==> config.mk <==
export PLATFORM = sky130hd
export DESIGN_NAME = rename_dep_resolver
export DESIGN_NICKNAME = d
export VERILOG_FILES = /design/src/rtl/rdr_pkg.sv /design/src/rtl/rdr_group_reg.sv /design/src/rtl/rdr_match_sel.sv /design/src/rtl/rename_dep_resolver.sv
export SDC_FILE = /design/constraint.sdc
export NUM_CORES = 1
export LEC_CHECK = 0
export ABC_AREA = 1
export BUFFER_PORTS_ARGS = -buffer_cell sky130_fd_sc_hd__buf_2
export CORE_MARGIN = 5
export CORE_UTILIZATION = 53
export CTS_BUF_LIST = sky130_fd_sc_hd__clkbuf_2 sky130_fd_sc_hd__clkbuf_4 sky130_fd_sc_hd__clkbuf_8
export DETAILED_ROUTE_END_ITERATION = 10
export PLACE_DENSITY = 0.81
export SETUP_SLACK_MARGIN = 0.4
export SLEW_MARGIN = 20
export SYNTH_ARGS = -nofsm -noshare
export SYNTH_HDL_FRONTEND = slang
export SYNTH_SLANG_ARGS = --single-unit
==> constraint.sdc <==
create_clock -name clk -period 2.1 [get_ports clk]
set_clock_uncertainty 0.2 [all_clocks]
set_input_delay 0.42 -clock clk [delete_from_list [all_inputs] [get_ports clk]]
set_output_delay 0.42 -clock clk [all_outputs]
set_load 0.05 [all_outputs]
==> src/rtl/rdr_pkg.sv <==
package rdr_pkg;
  localparam int unsigned ANAME_MAX_W = 8;

  // A producer/consumer pair forms a dependence only when both are valid,
  // the names agree and the name is not the hard-wired zero register.
  function automatic logic name_hit(input logic prod_vld,
                                    input logic cons_vld,
                                    input logic [ANAME_MAX_W-1:0] prod_name,
                                    input logic [ANAME_MAX_W-1:0] cons_name);
    return prod_vld && cons_vld && (cons_name != '0) && (prod_name == cons_name);
  endfunction

  // Distance in instructions between a consumer slot and an older producer.
  function automatic logic within_reach(input int cons_slot, input int prod_slot,
                                        input int max_dist);
    return (cons_slot > prod_slot) && ((cons_slot - prod_slot) <= max_dist);
  endfunction
endpackage

==> src/rtl/rdr_group_reg.sv <==
module rdr_group_reg #(
  parameter int W = 8
) (
  input  logic         clk,
  input  logic         rst_n,
  input  logic         vld_d,
  input  logic [W-1:0] d,
  output logic         vld_q,
  output logic [W-1:0] q
);
  always_ff @(posedge clk) begin
    if (!rst_n) begin
      vld_q <= 1'b0;
      q     <= '0;
    end else begin
      vld_q <= vld_d;
      q     <= d;
    end
  end
endmodule

==> src/rtl/rdr_match_sel.sv <==
module rdr_match_sel #(
  parameter int N    = 4,
  parameter int AW   = 5,
  parameter int PW   = 6,
  parameter int IDX  = 0,
  parameter int MAXD = 2,
  localparam int IW  = (N > 1) ? $clog2(N) : 1
) (
  input  logic            cons_vld,
  input  logic [AW-1:0]   cons_areg,
  input  logic [PW-1:0]   cons_tbl,
  input  logic [N-1:0]    prod_vld,
  input  logic [N*AW-1:0] prod_areg,
  input  logic [N*PW-1:0] prod_new,
  output logic [PW-1:0]   sel,
  output logic            any_hit,
  output logic [IW-1:0]   near_idx,
  output logic            in_reach
);
  import rdr_pkg::*;

  // Scan oldest to youngest among older slots; a later hit overrides, so
  // the surviving index is the producer nearest the consumer.
  always_comb begin
    any_hit  = 1'b0;
    near_idx = '0;
    for (int j = 0; j < N; j++) begin
      if (j < IDX &&
          name_hit(prod_vld[j], cons_vld,
                   ANAME_MAX_W'(prod_areg[j*AW +: AW]),
                   ANAME_MAX_W'(cons_areg))) begin
        any_hit  = 1'b1;
        near_idx = IW'(j);
      end
    end
  end

  assign sel      = any_hit ? prod_new[int'(near_idx)*PW +: PW] : cons_tbl;
  assign in_reach = any_hit && within_reach(IDX, int'(near_idx), MAXD);
endmodule

==> src/rtl/rename_dep_resolver.sv <==
module rename_dep_resolver #(
  parameter int N        = 4,
  parameter int AW       = 5,
  parameter int PW       = 6,
  parameter int MAX_DIST = 2
) (
  input  logic              clk,
  input  logic              rst_n,
  input  logic              in_valid,
  input  logic [N-1:0]      in_dst_vld,
  input  logic [N*AW-1:0]   in_dst_areg,
  input  logic [N*PW-1:0]   in_dst_new,
  input  logic [N*PW-1:0]   in_dst_tbl,
  input  logic [2*N-1:0]    in_src_vld,
  input  logic [2*N*AW-1:0] in_src_areg,
  input  logic [2*N*PW-1:0] in_src_tbl,
  output logic              out_valid,
  output logic [2*N*PW-1:0] out_src_preg,
  output logic [2*N-1:0]    out_src_hit,
  output logic [N*PW-1:0]   out_dst_prev,
  output logic [N-1:0]      out_dst_hit
);
  localparam int NS    = 2 * N;
  localparam int IW    = (N > 1) ? $clog2(N) : 1;
  localparam int BUS_W = N + N*AW + 2*N*PW + NS + NS*AW + NS*PW;

  logic [BUS_W-1:0]  bus_d, bus_q;
  logic              vld_q;
  logic [N-1:0]      dv_q;
  logic [N*AW-1:0]   da_q;
  logic [N*PW-1:0]   dn_q, dt_q;
  logic [NS-1:0]     sv_q;
  logic [NS*AW-1:0]  sa_q;
  logic [NS*PW-1:0]  st_q;

  // Named internal events for the checks below
  logic [NS-1:0]     src_any;
  logic [IW-1:0]     src_near [NS];
  logic [N-1:0]      dst_any;
  logic [IW-1:0]     dst_near [N];

  assign bus_d = {in_dst_vld, in_dst_areg, in_dst_new, in_dst_tbl,
                  in_src_vld, in_src_areg, in_src_tbl};
  assign {dv_q, da_q, dn_q, dt_q, sv_q, sa_q, st_q} = bus_q;

  rdr_group_reg #(.W(BUS_W)) u_greg (
    .clk(clk), .rst_n(rst_n), .vld_d(in_valid), .d(bus_d),
    .vld_q(vld_q), .q(bus_q)
  );

  assign out_valid = vld_q;


  grp_valid_chk: assert property (@(posedge clk) disable iff (!rst_n)
    $past(rst_n) |-> (out_valid == $past(in_valid)));

  for (genvar s = 0; s < NS; s++) begin : g_src
    rdr_match_sel #(.N(N), .AW(AW), .PW(PW), .IDX(s/2), .MAXD(MAX_DIST)) u_sel (
      .cons_vld (sv_q[s]),
      .cons_areg(sa_q[s*AW +: AW]),
      .cons_tbl (st_q[s*PW +: PW]),
      .prod_vld (dv_q),
      .prod_areg(da_q),
      .prod_new (dn_q),
      .sel      (out_src_preg[s*PW +: PW]),
      .any_hit  (src_any[s]),
      .near_idx (src_near[s]),
      .in_reach (out_src_hit[s])
    );


    src_table_pass_chk: assert property (@(posedge clk) disable iff (!rst_n)
      !src_any[s] |-> (out_src_preg[s*PW +: PW] == st_q[s*PW +: PW] && !out_src_hit[s]));

    src_bypass_chk: assert property (@(posedge clk) disable iff (!rst_n)
      src_any[s] |-> (out_src_preg[s*PW +: PW] == dn_q[int'(src_near[s])*PW +: PW]
                      && da_q[int'(src_near[s])*AW +: AW] == sa_q[s*AW +: AW]));

    src_zero_reg_chk: assert property (@(posedge clk) disable iff (!rst_n)
      (sa_q[s*AW +: AW] == '0) |-> !src_any[s]);

    src_invalid_chk: assert property (@(posedge clk) disable iff (!rst_n)
      !sv_q[s] |-> (!src_any[s] && !out_src_hit[s]));

    src_reach_chk: assert property (@(posedge clk) disable iff (!rst_n)
      out_src_hit[s] |-> (src_any[s] && (s/2 - int'(src_near[s])) <= MAX_DIST));
  end

  for (genvar d = 0; d < N; d++) begin : g_dst
    rdr_match_sel #(.N(N), .AW(AW), .PW(PW), .IDX(d), .MAXD(MAX_DIST)) u_sel (
      .cons_vld (dv_q[d]),
      .cons_areg(da_q[d*AW +: AW]),
      .cons_tbl (dt_q[d*PW +: PW]),
      .prod_vld (dv_q),
      .prod_areg(da_q),
      .prod_new (dn_q),
      .sel      (out_dst_prev[d*PW +: PW]),
      .any_hit  (dst_any[d]),
      .near_idx (dst_near[d]),
      .in_reach (out_dst_hit[d])
    );


    dst_prev_map_chk: assert property (@(posedge clk) disable iff (!rst_n)
      dst_any[d] ? (out_dst_prev[d*PW +: PW] == dn_q[int'(dst_near[d])*PW +: PW])
                 : (out_dst_prev[d*PW +: PW] == dt_q[d*PW +: PW]));

    dst_reach_chk: assert property (@(posedge clk) disable iff (!rst_n)
      out_dst_hit[d] |-> (dst_any[d] && (d - int'(dst_near[d])) <= MAX_DIST));
  end
endmodule

==> results of run 1 <==
Yosys cell counts, drive strengths merged:
library cell  number
nand4              9
clkbuf            20
clkinv             2
o211ai             8
inv              224
nor2             124
conb               1
xnor2              7
o22ai              7
xor2               9
o2111ai            2
dfxtp            151
o21ai             25
nor3               9
nand3             85
nand2            500
o21bai             2
buf               57
a21oi             14
cells by family after synthesis:
group           Yosys count
simple gates            727
flops                   151
compound gates           58
xor+xnor                 16
other cells               1
buf+inv                 303
through the flow:
stage	std cells	hold slack, ns	setup WS, ns	TNS [ns]
floorplan	1258	0.313	-0.00296	-0.0210
global placement	1720	0.398	-0.357	-15.35
detailed placement	1720	0.405	-0.373	-16.69
CTS	1933	0.233	-0.692	-38.61
timing repair:
item | 4_1_cts
endpoints found under the setup margin | 67
hold buffers | 151
pin swaps | 82
buffers inserted | 27
cloned | 3
hold endpoints to repair | 151
resized for setup | 378
==> impl_metrics.py, run 1 <==
metrics = {
    "placement": {
        "detailed_place_hpwl_um": 19800,
        "io_buffers": 234,
        "place_congestion": 0.958,
        "place_area_um2": 10700,
    },
    "logic_synthesis": {
        "avgSynthCellArea_um2": 6.28,
        "yosys.area_share.simple_pct": 38.2,
        "syn-cell-area_um2": 7890,
        "ys_ff_latch": 151,
        "synth_top_family_by_area": "simple AND/OR/NAND/NOR gates",
        "synth_top_area_share_pct": 38.3,
        "ys_types": 34,
        "synthTopCellsByArea": "dfxtp_1 38%, nand2_1 23%, inv_1 9.8%",
        "synth_compound_area_share_pct": 4.25,
        "synth_adder_area_share_pct": 0,
        "yosys.area_share.xor_xnor_pct": 1.78,
        "yosysSeqAreaShare_pct": 38.3,
        "synth.area.mux_share_pct": 0,
        "synth_top_area_cell": "dfxtp_1",
        "yosysWarningCount": 0,
        "syn_inst": 1256,
    },
    "status": {
        "lastStage": "global routing",
        "tool.error": "[ERROR DPL-0038] Utilization greater than 100%, impossible to legalize",
        "status": "did not finish",
    },
    "floorplan": {
        "start_util_pct": 54.0,
        "die_w_um": 132,
        "row_count": 44,
        "pin_count": 256,
        "die_h_um": 132,
    },
    "clock_network": {
        "clkSinkCount": 151,
        "cts_max_path_buffers": 2,
        "cts.htree.levels": 4,
        "root_buffer": "clkbuf_8",
        "cts_made_buffers": 17,
    },
    "global_route": {
        "grt_max_degree": 106,
    },
    "timing": {
        "worst-ep-kind": "primary output",
        "worst_endpoint": "out_dst_prev[23]",
    },
}
==> run 2: changes to the inputs <==
- CORE_UTILIZATION: 53 -> 40
- CTS_BUF_LIST: sky130_fd_sc_hd__clkbuf_2 sky130_fd_sc_hd__clkbuf_4 sky130_fd_sc_hd__clkbuf_8 -> default
- PLACE_DENSITY: 0.81 -> default
- PLACE_DENSITY_LB_ADDON: default -> 0.15
- SETUP_SLACK_MARGIN: 0.4 -> default
==> run 2 against run 1 <==
  * The flow now finishes, with violations (setup timing)
  * Area after synthesis unchanged
  * Synthesized cell count did not move
==> impl_metrics.py, run 2 <==
metrics = {
    "logic_synthesis": {
        "synthTopCellsByArea": "dfxtp_1 38%, nand2_1 23%, inv_1 9.8%",
        "yosysSeqAreaShare_pct": 38.3,
        "ys_ff_latch": 151,
        "yosysMostFrequentCell": "nand2_1",
        "avgSynthCellArea_um2": 6.28,
        "synth_edf_count": 0,
        "async_flop_share_pct": 0,
        "synth_ff_type": "dfxtp_1",
        "synth_top_area_cell": "dfxtp_1",
        "ys_top_cells_by_count": "491 x nand2_1, 205 x inv_1, 151 x dfxtp_1, 113 x nor2_1, 80 x nand3_1",
        "yosysWarningCount": 0,
        "syn-cell-area_um2": 7890,
        "synth_top_area_share_pct": 38.3,
        "syn_inst": 1256,
        "ys_types": 34,
    },
    "power_and_ir_drop": {
        "power.leakage_uw": 0.00775,
        "powerDensity_nw_per_um2": 570,
        "vdd_drop_max_mv": 0.496,
    },
    "placement": {
        "io_buffers": 234,
        "place_congestion": 0.966,
        "detailed_place_hpwl_um": 19300,
        "place_area_um2": 10300,
        "dp.cells": 1799,
    },
    "timing": {
        "period_share_pct": 131,
        "slew_violations": 0,
        "tns_ns": -34.06,
        "timing.fmax_ghz": 0.364,
        "hold_slack_ns": 0.0104,
        "slew_headroom_pct": 60.2,
        "fin_crit_ns": 2.75,
        "rsz0062_at_grt": "yes",
        "finalSetupViolCount": 63,
        "hold_viol_final": 0,
        "setup_slack_ns": -0.646,
        "worst_slew_pin_slew_ns": 0.595,
    },
    "cells_and_area": {
        "largest_register_ffs": 150,
        "layout_commonest_cell": "nand2_1",
        "final_nets": 1906,
        "antenna_cells": 0,
        "fin_cells": 2013,
        "regMostFlops": "u_greg.q",
        "reg_top3": "u_greg.q x150, u_greg.vld_q x1",
        "finalCoreUtilization_pct": 74.8,
        "drive_gt1_share_pct": 45.5,
        "final_area_um2": 14600,
        "final.fill_count": 1400,
        "syn_to_final_growth_pct": 84.6,
        "mostFrequentLayoutCells": "375 x nand2_1, 193 x inv_1, 171 x buf_2",
    },
    "status": {
        "violations": "setup timing",
        "status": "finished with violations",
    },
    "clock_network": {
        "cts.htree.levels": 4,
        "cts_made_buffers": 17,
        "root_buffer": "clkbuf_16",
        "cts_max_path_buffers": 2,
        "clkSinkCount": 151,
        "path_clk_slew_ns": 0.07,
        "tritoncts": "done",
    },
    "setup_path": {
        "cp.required_ns": 1.48,
        "slowest_delay_ns": 0.37,
        "startpoint_type": "register",
        "endpoint_kind": "primary output",
        "worstPathCellList": "buf_12 > clkinv_8 > a21oi_4 > nand2_2 > nor2_4 > nand2_4 > buf_6 > nand3_1 > nand2_1 > nor2_2 > nor2_4 > buf_6",
        "critical_path_arrival_ns": 2.13,
        "crit_path_top_delay_cell": "dfxtp_4",
        "crit_family": "simple AND/OR/NAND/NOR gates",
        "crit_type": "register to primary output",
        "critPathBufInv": 4,
        "crit_fanout": 8,
    },
    "routing": {
        "route.detailed.drc": 0,
        "drtIter0Drc": 557,
        "firstDrtPassIters": 5,
        "ant_nets": 0,
        "wire_per_inst_um": 15.5,
        "viasPerCell": 4.69,
        "vias": 9439,
        "routed_wl_um": 31100,
    },
    "flow_run": {
        "drv_cap": 0,
    },
    "floorplan": {
        "core_region_area_um2": 19500,
        "row_count": 51,
        "dieArea_um2": 22600,
        "die_h_um": 150,
        "start_util_pct": 40.5,
        "pin_count": 256,
        "die_w_um": 150,
    },
    "global_route": {
        "grt_antenna_before_repair": 0,
        "met2_usage_pct": 47.1,
        "grtUsageMet3_pct": 5.45,
        "grt_max_degree": 53,
        "grt-ovfl-total": 0,
        "busiest_layer": "met2",
        "grt_pass1_wl_um": 46900,
        "grt_pass1_vias": 9490,
        "grtUsageTotal_pct": 26.3,
        "met1_usage_pct": 29.8,
    },
    "hold_path": {
        "min_path_type": "input port to register",
    },
}
[run 2: cell counts after synthesis]
No cell type changed its count.
[run 2: logic make-up after synthesis]
| group | synth area share [%] |
|---|---|
| and+or+nand+nor | 38.2 |
| buffers and inverters | 17.4 |
| DFF | 38.3 |
| AOI/OAI and AO/OA | 4.25 |
| xor gates and xnor gates | 1.78 |
| other | 0.0476 |
[run 2: layout make-up]
| cell class | count | area (um2) | area share, % |
|---|---|---|---|
| clock buffers | 18 | 439 | 3.02 |
| multi-input cells | 804 | 4860 | 33.4 |
| inverters | 226 | 901 | 6.19 |
| well taps | 265 | 332 | 2.28 |
| clock inverters | 14 | 151 | 1.04 |
| repair inverters | 1 | 7.51 | 0.0516 |
| flip-flops and latches | 151 | 3100 | 21.3 |
| repair buffers | 534 | 4760 | 32.7 |
[run 2: worst paths after layout]
path                                  from                endpoint  slack (ns)  cells after the start
setup / recovery  u_greg.q[152]$_SDFF_PN0_        out_dst_prev[19]       -0.65                     12
hold / removal               in_src_tbl[8]  u_greg.q[8]$_SDFF_PN0_        0.01                      3
[run 2: worst min-delay path, delay by kind of cell]
family / cells / cell delay, ns
buffers and inverters: 2 / 0.12
AND/OR/NAND/NOR: 1 / 0.07
[run 2: through the flow]
stage                     power (uW)  setup WS, ns
after detailed placement        4640        -0.455
after global routing            8640        -0.719
after floorplan                 4110        -0.222
final                           8300        -0.646
after CTS                       8160        -0.605
after global placement          4630        -0.451
[run 2: power breakdown]
| part | switching (uW) | total (uW) | internal [uW] |
|---|---|---|---|
| registers | 147 | 3160 | 3010 |
| clock network | 1460 | 3080 | 1620 |
| logic | 1120 | 2050 | 931 |
[run 2: layer usage]
metal,wire (um),up-vias
met5,0,-
met4,1210,0
met3,1860,95
met2,16200,347
met1,11900,4343
li1,-,4654
[run 2: what timing repair did]
action,CTS,global route
buffers inserted,16,15
pin swaps,93,98
endpoints found under the hold margin,144,0
hold buffers,144,0
resized for setup,403,184
cloned,7,0
setup endpoints to repair,63,63
Note: power is estimated with default switching activity, not from simulation.
